==> config.mk <==
export PLATFORM = sky130hd
export DESIGN_NAME = xpin_irq_ctrl
export DESIGN_NICKNAME = d
export VERILOG_FILES = /design/src/rtl/xpin_irq_pkg.sv /design/src/rtl/xpin_sync.sv /design/src/rtl/xpin_sense.sv /design/src/rtl/xpin_pchg.sv /design/src/rtl/xpin_arb.sv /design/src/rtl/xpin_irq_ctrl.sv
export SDC_FILE = /design/constraint.sdc
export NUM_CORES = 1
export LEC_CHECK = 0
export ABC_AREA = 1
export BUFFER_PORTS_ARGS = -buffer_cell sky130_fd_sc_hd__buf_2
export CAP_MARGIN = 10
export CORE_MARGIN = 10
export CORE_UTILIZATION = 55
export CTS_BUF_LIST = sky130_fd_sc_hd__clkbuf_16
export DETAILED_ROUTE_END_ITERATION = 7
export PLACE_DENSITY = 0.84
export SYNTH_ARGS = -nofsm -noshare
export SYNTH_HDL_FRONTEND = slang
export SYNTH_SLANG_ARGS = --single-unit
==> constraint.sdc <==
create_clock -name clk -period 3.8 [get_ports clk]
set_input_delay 0.38 -clock clk [delete_from_list [all_inputs] [get_ports clk]]
set_output_delay 0.38 -clock clk [all_outputs]
set_load 0.1 [all_outputs]
==> src/rtl/xpin_irq_pkg.sv <==
package xpin_irq_pkg;
    localparam logic [1:0] ADDR_ENABLE = 2'd0;
    localparam logic [1:0] ADDR_SENSE  = 2'd1;
    localparam logic [1:0] ADDR_MASK   = 2'd2;
    localparam logic [1:0] ADDR_PEND   = 2'd3;

    localparam int EN_PIN1_BIT = 7;
    localparam int EN_PIN0_BIT = 6;
    localparam int EN_PCHG_BIT = 5;

    localparam logic [1:0] SENSE_LOW  = 2'b00;
    localparam logic [1:0] SENSE_ANY  = 2'b01;
    localparam logic [1:0] SENSE_FALL = 2'b10;
    localparam logic [1:0] SENSE_RISE = 2'b11;

    localparam logic [1:0] VEC_NONE = 2'd0;

    localparam int NUM_SRC = 3;

    typedef enum logic [1:0] {
        ST_IDLE   = 2'd0,
        ST_OFFER  = 2'd1,
        ST_RETIRE = 2'd2
    } arb_state_t;
endpackage

==> src/rtl/xpin_sync.sv <==
module xpin_sync #(
    parameter int   WIDTH   = 1,
    parameter int   STAGES  = 2,
    parameter logic RST_VAL = 1'b1
) (
    input  logic             clk,
    input  logic             rst_n,
    input  logic [WIDTH-1:0] d,
    output logic [WIDTH-1:0] q
);
    logic [WIDTH-1:0] chain [STAGES];

    always_ff @(posedge clk or negedge rst_n) begin
        if (!rst_n) begin
            for (int s = 0; s < STAGES; s++) chain[s] <= {WIDTH{RST_VAL}};
        end else begin
            chain[0] <= d;
            for (int s = 1; s < STAGES; s++) chain[s] <= chain[s-1];
        end
    end

    assign q = chain[STAGES-1];
endmodule

==> src/rtl/xpin_sense.sv <==
module xpin_sense
    import xpin_irq_pkg::*;
#(
    parameter logic RST_VAL = 1'b1
) (
    input  logic       clk,
    input  logic       rst_n,
    input  logic       smp,
    input  logic [1:0] mode,
    input  logic       hist_clr,
    output logic       event_o
);
    logic prev;
    logic hist_ok;
    logic raw;

    always_ff @(posedge clk or negedge rst_n) begin
        if (!rst_n) begin
            prev    <= RST_VAL;
            hist_ok <= 1'b1;
        end else begin
            prev    <= smp;
            hist_ok <= !hist_clr;
        end
    end

    always_comb begin
        unique case (mode)
            SENSE_LOW:  raw = 1'b0;
            SENSE_ANY:  raw = smp ^ prev;
            SENSE_FALL: raw = prev & !smp;
            SENSE_RISE: raw = !prev & smp;
            default:    raw = 1'b0;
        endcase
    end

    assign event_o = raw & hist_ok & !hist_clr;
endmodule

==> src/rtl/xpin_pchg.sv <==
module xpin_pchg #(
    parameter int   WIDTH   = 8,
    parameter logic RST_VAL = 1'b1
) (
    input  logic             clk,
    input  logic             rst_n,
    input  logic [WIDTH-1:0] smp,
    input  logic [WIDTH-1:0] mask,
    output logic             event_o
);
    logic [WIDTH-1:0] prev;

    always_ff @(posedge clk or negedge rst_n) begin
        if (!rst_n) prev <= {WIDTH{RST_VAL}};
        else        prev <= smp;
    end

    assign event_o = |((smp ^ prev) & mask);
endmodule

==> src/rtl/xpin_arb.sv <==
module xpin_arb
    import xpin_irq_pkg::*;
(
    input  logic               clk,
    input  logic               rst_n,
    input  logic [NUM_SRC-1:0] active,
    input  logic               ack,
    output logic               req,
    output logic [1:0]         vec,
    output logic [NUM_SRC-1:0] ack_clr
);
    arb_state_t state, state_nx;
    logic [1:0] cur, cur_nx;
    logic [1:0] pick;

    always_comb begin
        pick = VEC_NONE;
        for (int i = NUM_SRC - 1; i >= 0; i--) begin
            if (active[i]) pick = 2'(i + 1);
        end
    end

    always_ff @(posedge clk or negedge rst_n) begin
        if (!rst_n) begin
            state <= ST_IDLE;
            cur   <= VEC_NONE;
        end else begin
            state <= state_nx;
            cur   <= cur_nx;
        end
    end

    always_comb begin
        state_nx = state;
        cur_nx   = cur;
        unique case (state)
            ST_IDLE: begin
                if (|active) begin
                    state_nx = ST_OFFER;
                    cur_nx   = pick;
                end
            end
            ST_OFFER: begin
                if (ack) begin
                    state_nx = ST_RETIRE;
                end else if (!active[cur - 2'd1]) begin
                    state_nx = ST_IDLE;
                    cur_nx   = VEC_NONE;
                end
            end
            ST_RETIRE: begin
                state_nx = ST_IDLE;
                cur_nx   = VEC_NONE;
            end
            default: begin
                state_nx = ST_IDLE;
                cur_nx   = VEC_NONE;
            end
        endcase
    end

    always_comb begin
        req     = 1'b0;
        vec     = VEC_NONE;
        ack_clr = '0;
        unique case (state)
            ST_IDLE:   ;
            ST_OFFER: begin
                req = 1'b1;
                vec = cur;
                if (ack) ack_clr[cur - 2'd1] = 1'b1;
            end
            ST_RETIRE: ;
            default:   ;
        endcase
    end
endmodule

==> src/rtl/xpin_irq_ctrl.sv <==
module xpin_irq_ctrl
    import xpin_irq_pkg::*;
#(
    parameter int PC_WIDTH    = 8,
    parameter int SYNC_STAGES = 2
) (
    input  logic                clk,
    input  logic                rst_n,
    input  logic                pin_x0,
    input  logic                pin_x1,
    input  logic [PC_WIDTH-1:0] pin_chg,
    input  logic                gie,
    input  logic                irq_ack,
    input  logic                reg_wr,
    input  logic [1:0]          reg_addr,
    input  logic [7:0]          reg_wdata,
    output logic [7:0]          reg_rdata,
    output logic                irq_req,
    output logic [1:0]          irq_vec
);
    localparam int NUM_PIN = 2;

    logic [NUM_PIN-1:0]  pin_s;
    logic [PC_WIDTH-1:0] chg_s;
    logic [2:0]          en_bits;
    logic [3:0]          sense;
    logic [PC_WIDTH-1:0] pc_mask;
    logic [NUM_SRC-1:0]  pend;
    logic [NUM_SRC-1:0]  pend_set;
    logic [NUM_SRC-1:0]  w1c;
    logic [NUM_SRC-1:0]  ack_clr;
    logic [NUM_SRC-1:0]  active;
    logic [NUM_PIN-1:0]  sense_chg;
    logic [NUM_PIN-1:0]  pin_en;

    xpin_sync #(.WIDTH(NUM_PIN), .STAGES(SYNC_STAGES), .RST_VAL(1'b1)) u_sync_pin (
        .clk(clk), .rst_n(rst_n), .d({pin_x1, pin_x0}), .q(pin_s)
    );

    xpin_sync #(.WIDTH(PC_WIDTH), .STAGES(SYNC_STAGES), .RST_VAL(1'b1)) u_sync_chg (
        .clk(clk), .rst_n(rst_n), .d(pin_chg), .q(chg_s)
    );

    assign pin_en = {en_bits[2], en_bits[1]};

    generate
        for (genvar g = 0; g < NUM_PIN; g++) begin : g_pin
            assign sense_chg[g] = reg_wr && (reg_addr == ADDR_SENSE)
                                  && (reg_wdata[2*g +: 2] != sense[2*g +: 2]);

            xpin_sense #(.RST_VAL(1'b1)) u_sense (
                .clk(clk), .rst_n(rst_n), .smp(pin_s[g]),
                .mode(sense[2*g +: 2]), .hist_clr(sense_chg[g]),
                .event_o(pend_set[g])
            );

            assign active[g] = gie && pin_en[g] &&
                ((sense[2*g +: 2] == SENSE_LOW) ? !pin_s[g] : pend[g]);
        end
    endgenerate

    xpin_pchg #(.WIDTH(PC_WIDTH), .RST_VAL(1'b1)) u_pchg (
        .clk(clk), .rst_n(rst_n), .smp(chg_s), .mask(pc_mask), .event_o(pend_set[2])
    );

    assign active[2] = gie && en_bits[0] && pend[2];

    assign w1c = (reg_wr && reg_addr == ADDR_PEND) ? reg_wdata[NUM_SRC-1:0] : '0;

    always_ff @(posedge clk or negedge rst_n) begin
        if (!rst_n) begin
            en_bits <= '0;
            sense   <= '0;
            pc_mask <= '0;
            pend    <= '0;
        end else begin
            if (reg_wr && reg_addr == ADDR_ENABLE)
                en_bits <= {reg_wdata[EN_PIN1_BIT], reg_wdata[EN_PIN0_BIT], reg_wdata[EN_PCHG_BIT]};
            if (reg_wr && reg_addr == ADDR_SENSE)
                sense <= reg_wdata[3:0];
            if (reg_wr && reg_addr == ADDR_MASK)
                pc_mask <= reg_wdata[PC_WIDTH-1:0];
            pend <= (pend & ~w1c & ~ack_clr) | pend_set;
        end
    end

    always_comb begin
        reg_rdata = '0;
        unique case (reg_addr)
            ADDR_ENABLE: begin
                reg_rdata[EN_PIN1_BIT] = en_bits[2];
                reg_rdata[EN_PIN0_BIT] = en_bits[1];
                reg_rdata[EN_PCHG_BIT] = en_bits[0];
            end
            ADDR_SENSE: reg_rdata[3:0] = sense;
            ADDR_MASK:  reg_rdata[PC_WIDTH-1:0] = pc_mask;
            ADDR_PEND:  reg_rdata[NUM_SRC-1:0] = pend;
            default:    reg_rdata = '0;
        endcase
    end

    xpin_arb u_arb (
        .clk(clk), .rst_n(rst_n), .active(active), .ack(irq_ack),
        .req(irq_req), .vec(irq_vec), .ack_clr(ack_clr)
    );
endmodule

==> impl_metrics.py <==
metrics = {
    "worst_setup_path": {
        "r2r_slack_ns": 2.32,
        "r2r_start": "u_arb.cur[0]$_DFFE_PN0P_",
        "crit_path_end_kind": "output port",
        "critPathKind": "input pin to output port",
        "worstPathMaxFanout": 9,
        "reg2reg_to": "u_arb.state[0]$_DFFE_PN0P_",
        "worstPathArrival_ns": 1.64,
        "required_ns": 3.42,
        "critPathLaunchType": "input pin",
        "ff2ff_path_depth": 8,
    },
    "global_routing": {
        "grt_pass1_wl_mm": 7.94,
        "use_met2_pct": 21.4,
        "grtUsageMet1_pct": 15.5,
        "antenna_found_initial": 0,
        "top_usage_layer": "met2",
        "grtUsageMet3_pct": 4.60,
        "grt_pass1_vias": 1809,
        "grt_overflow_total": 0,
        "grt_max_degree": 40,
        "grt_use_total_pct": 13.3,
    },
    "logic_synthesis": {
        "avgSynthCellArea_um2": 9.78,
        "synth-edff-count": 0,
        "synthArstFlopShare_pct": 100,
        "syn_area_um2": 2410,
        "yosysWarnings": 0,
        "yosysUniqueCellTypes": 32,
        "syn_nets": 284,
        "synth_ff_type": "dfstp_2",
        "ys_seq_area_share_pct": 57.6,
        "netlist_instances": 247,
        "synth_seq_cells": 54,
    },
    "route": {
        "dr.first_iter.drc_count": 107,
        "via_per_inst": 5.04,
        "route.vias.total": 1712,
        "drtPass1Iterations": 4,
        "wl_per_cell_um": 13.7,
        "totalWireLength_mm": 4.65,
        "drcViolationCount": 0,
        "ant_nets": 0,
    },
    "sta": {
        "tightest_slew_ns": 0.799,
        "drv_slew": 0,
        "relSlewSlack_pct": 46.7,
        "tns_ns": 0,
        "period_needed_ns": 2.02,
        "finalHoldViolCount": 0,
        "setup_viol": 0,
        "fmax_mhz": 495,
        "fin_crit_sh_pct": 53.2,
        "clock_skew_ns": 0.00749,
        "rsz0062_at_grt": "no",
    },
    "final_layout": {
        "design_area_um2": 2810,
        "antenna_cells": 0,
        "area_growth_syn_to_layout_pct": 16.4,
        "final_core_util_pct": 65.4,
        "drive_above_1_share_pct": 32.3,
        "fillers": 354,
        "nets": 324,
    },
    "floorplan": {
        "core_um2": 4290,
        "start_util_pct": 56.2,
        "num_rows": 24,
        "die_y_um": 86.3,
        "die_area_um2": 7440,
        "die_x_um": 86.3,
        "io_pins": 36,
    },
    "power_and_ir_drop": {
        "powerDensity_nw_per_um2": 617,
        "p_leak_nw": 1.43,
        "vdd_ir_drop_max_v": 0.000268,
    },
    "clock_network": {
        "cts_resized": 0,
        "hold_buffers": 0,
        "clk_latency_ns": 0.29,
        "cts_max_level": 2,
        "clockRootBuffer": "clkbuf_16",
        "numCtsBuffers": 5,
        "cts_tree": "done",
        "cts_setup_buffers": 0,
        "path_clk_slew_ns": 0.07,
        "clock-sinks": 54,
        "clk_path_buf_depth": 2,
    },
    "outcome": {
        "status": "finished, final reports clean",
    },
    "placed_design": {
        "io_buffer_count": 35,
        "placed_area_um2": 2640,
        "place_hpwl_mm": 3.54,
        "place_congestion": 0.857,
    },
    "hold_path": {
        "min_path_type": "input pin to async pin",
    },
    "flow_run": {
        "drv_cap": 0,
    },
}
-- critical path, stage by stage --
cell and delay (ns):
buf_2 0.12, inv_1 0.10, ha_1 0.34, nand2_1 0.08
a21boi_0 0.16, buf_2 0.45
-- flip-flops by register name, indices dropped and copies added, names as in the netlist, 3 cells and up --
name and count:
pend 3, u_sync_chg.chain 8, u_sync_chg.q 8, u_pchg.prev 8, en_bits 3, pc_mask 8
sense 4
-- synth_stat cells, types with 2 or more instances --
| cell type | n | area (µm²) |
|---|---|---|
| nand4_1 | 2 | 12.5 |
| a21oi_1 | 6 | 30.0 |
| nor3_1 | 2 | 10.0 |
| ha_1 | 12 | 150 |
| nand3_1 | 8 | 40.0 |
| nand2_1 | 73 | 274 |
| o21bai_1 | 2 | 15.0 |
| dfrtp_1 | 22 | 551 |
| dfstp_2 | 32 | 841 |
| o21ai_0 | 21 | 105 |
| nor2_2 | 2 | 12.5 |
| inv_1 | 27 | 101 |
| nand3_2 | 5 | 50.1 |
| o211ai_1 | 3 | 22.5 |
| nor2_1 | 6 | 22.5 |
| inv_2 | 5 | 18.8 |
| xor2_1 | 4 | 35.0 |
-- kinds of logic (layout without fill, tap and decap cells) --
group / count (synthesis) / count (layout) / synth area share, %
xor gates and xnor gates: 4 / 4 / 1.45
and+or+nand+nor: 103 / 103 / 19.6
DFF: 54 / 54 / 57.6
muxes: 1 / 1 / 0.466
buffers and inverters: 36 / 77 / 5.96
adders and majority gates: 12 / 12 / 6.22
AOI/OAI and AO/OA: 37 / 37 / 8.65
-- cell usage in the layout (no fill, tap or decap), types with 3 or more instances in the layout --
cell type and count:
nor2_1 6, nand3_2 5, buf_2 35, a21oi_1 6, nand2_1 73, clkbuf_16 5, xor2_1 4, ha_1 12
inv_2 5, dfrtp_1 22, dfstp_2 32, o211ai_1 3, inv_1 27, nand3_1 8, o21ai_0 21
-- where the power goes --
part | switching, W | leakage (nW) | total [W] | internal [W]
sequential | 0.0000733 | 0.604 | 0.000734 | 0.000661
combinational | 0.000355 | 0.745 | 0.000487 | 0.000132
clock | 0.000200 | 0.0818 | 0.000511 | 0.000311
total | 0.000629 | 1.43 | 0.00173 | 0.00110
-- how the worst max path moves through the flow --
stage                            from  slack [ns]  depth (start not counted)            to
after floorplan           reg_addr[0]        0.43                          5  reg_rdata[3]
after global placement    reg_addr[0]        1.73                          6  reg_rdata[3]
after detailed placement  reg_addr[0]        1.71                          6  reg_rdata[3]
after CTS                 reg_addr[0]        1.76                          6  reg_rdata[3]
after global routing      reg_addr[0]        1.63                          8  reg_rdata[2]
final                     reg_addr[0]        1.78                          6  reg_rdata[3]
-- through the flow --
step	total power (W)	hold WS, ns	setup slack (ns)	cells
after floorplan	0.00112	0.0844	0.427	247
after global placement	0.00121	0.345	1.73	332
after detailed placement	0.00123	0.347	1.71	332
after CTS	0.00174	0.174	1.76	340
after global routing	0.00182	0.169	1.63	340
final	0.00173	0.169	1.78	340
-- area by class of cell --
cell class	instances	area (µm²)	share of cell area, %
clock buffers	5	125	4.45
clock inverters	3	42.5	1.51
inverters	33	124	4.41
multi-input cells	157	880	31.3
flip-flops and latches	54	1390	49.5
well taps	52	65.1	2.32
repair buffers	36	183	6.50
-- routing by layer --
metal | vias up | routed length (µm)
met5 | - | 0
met1 | 795 | 2080
met3 | 9 | 274
met4 | 0 | 94
met2 | 42 | 2200
li1 | 866 | -
No activity file was read; power rests on OpenSTA's default activity.
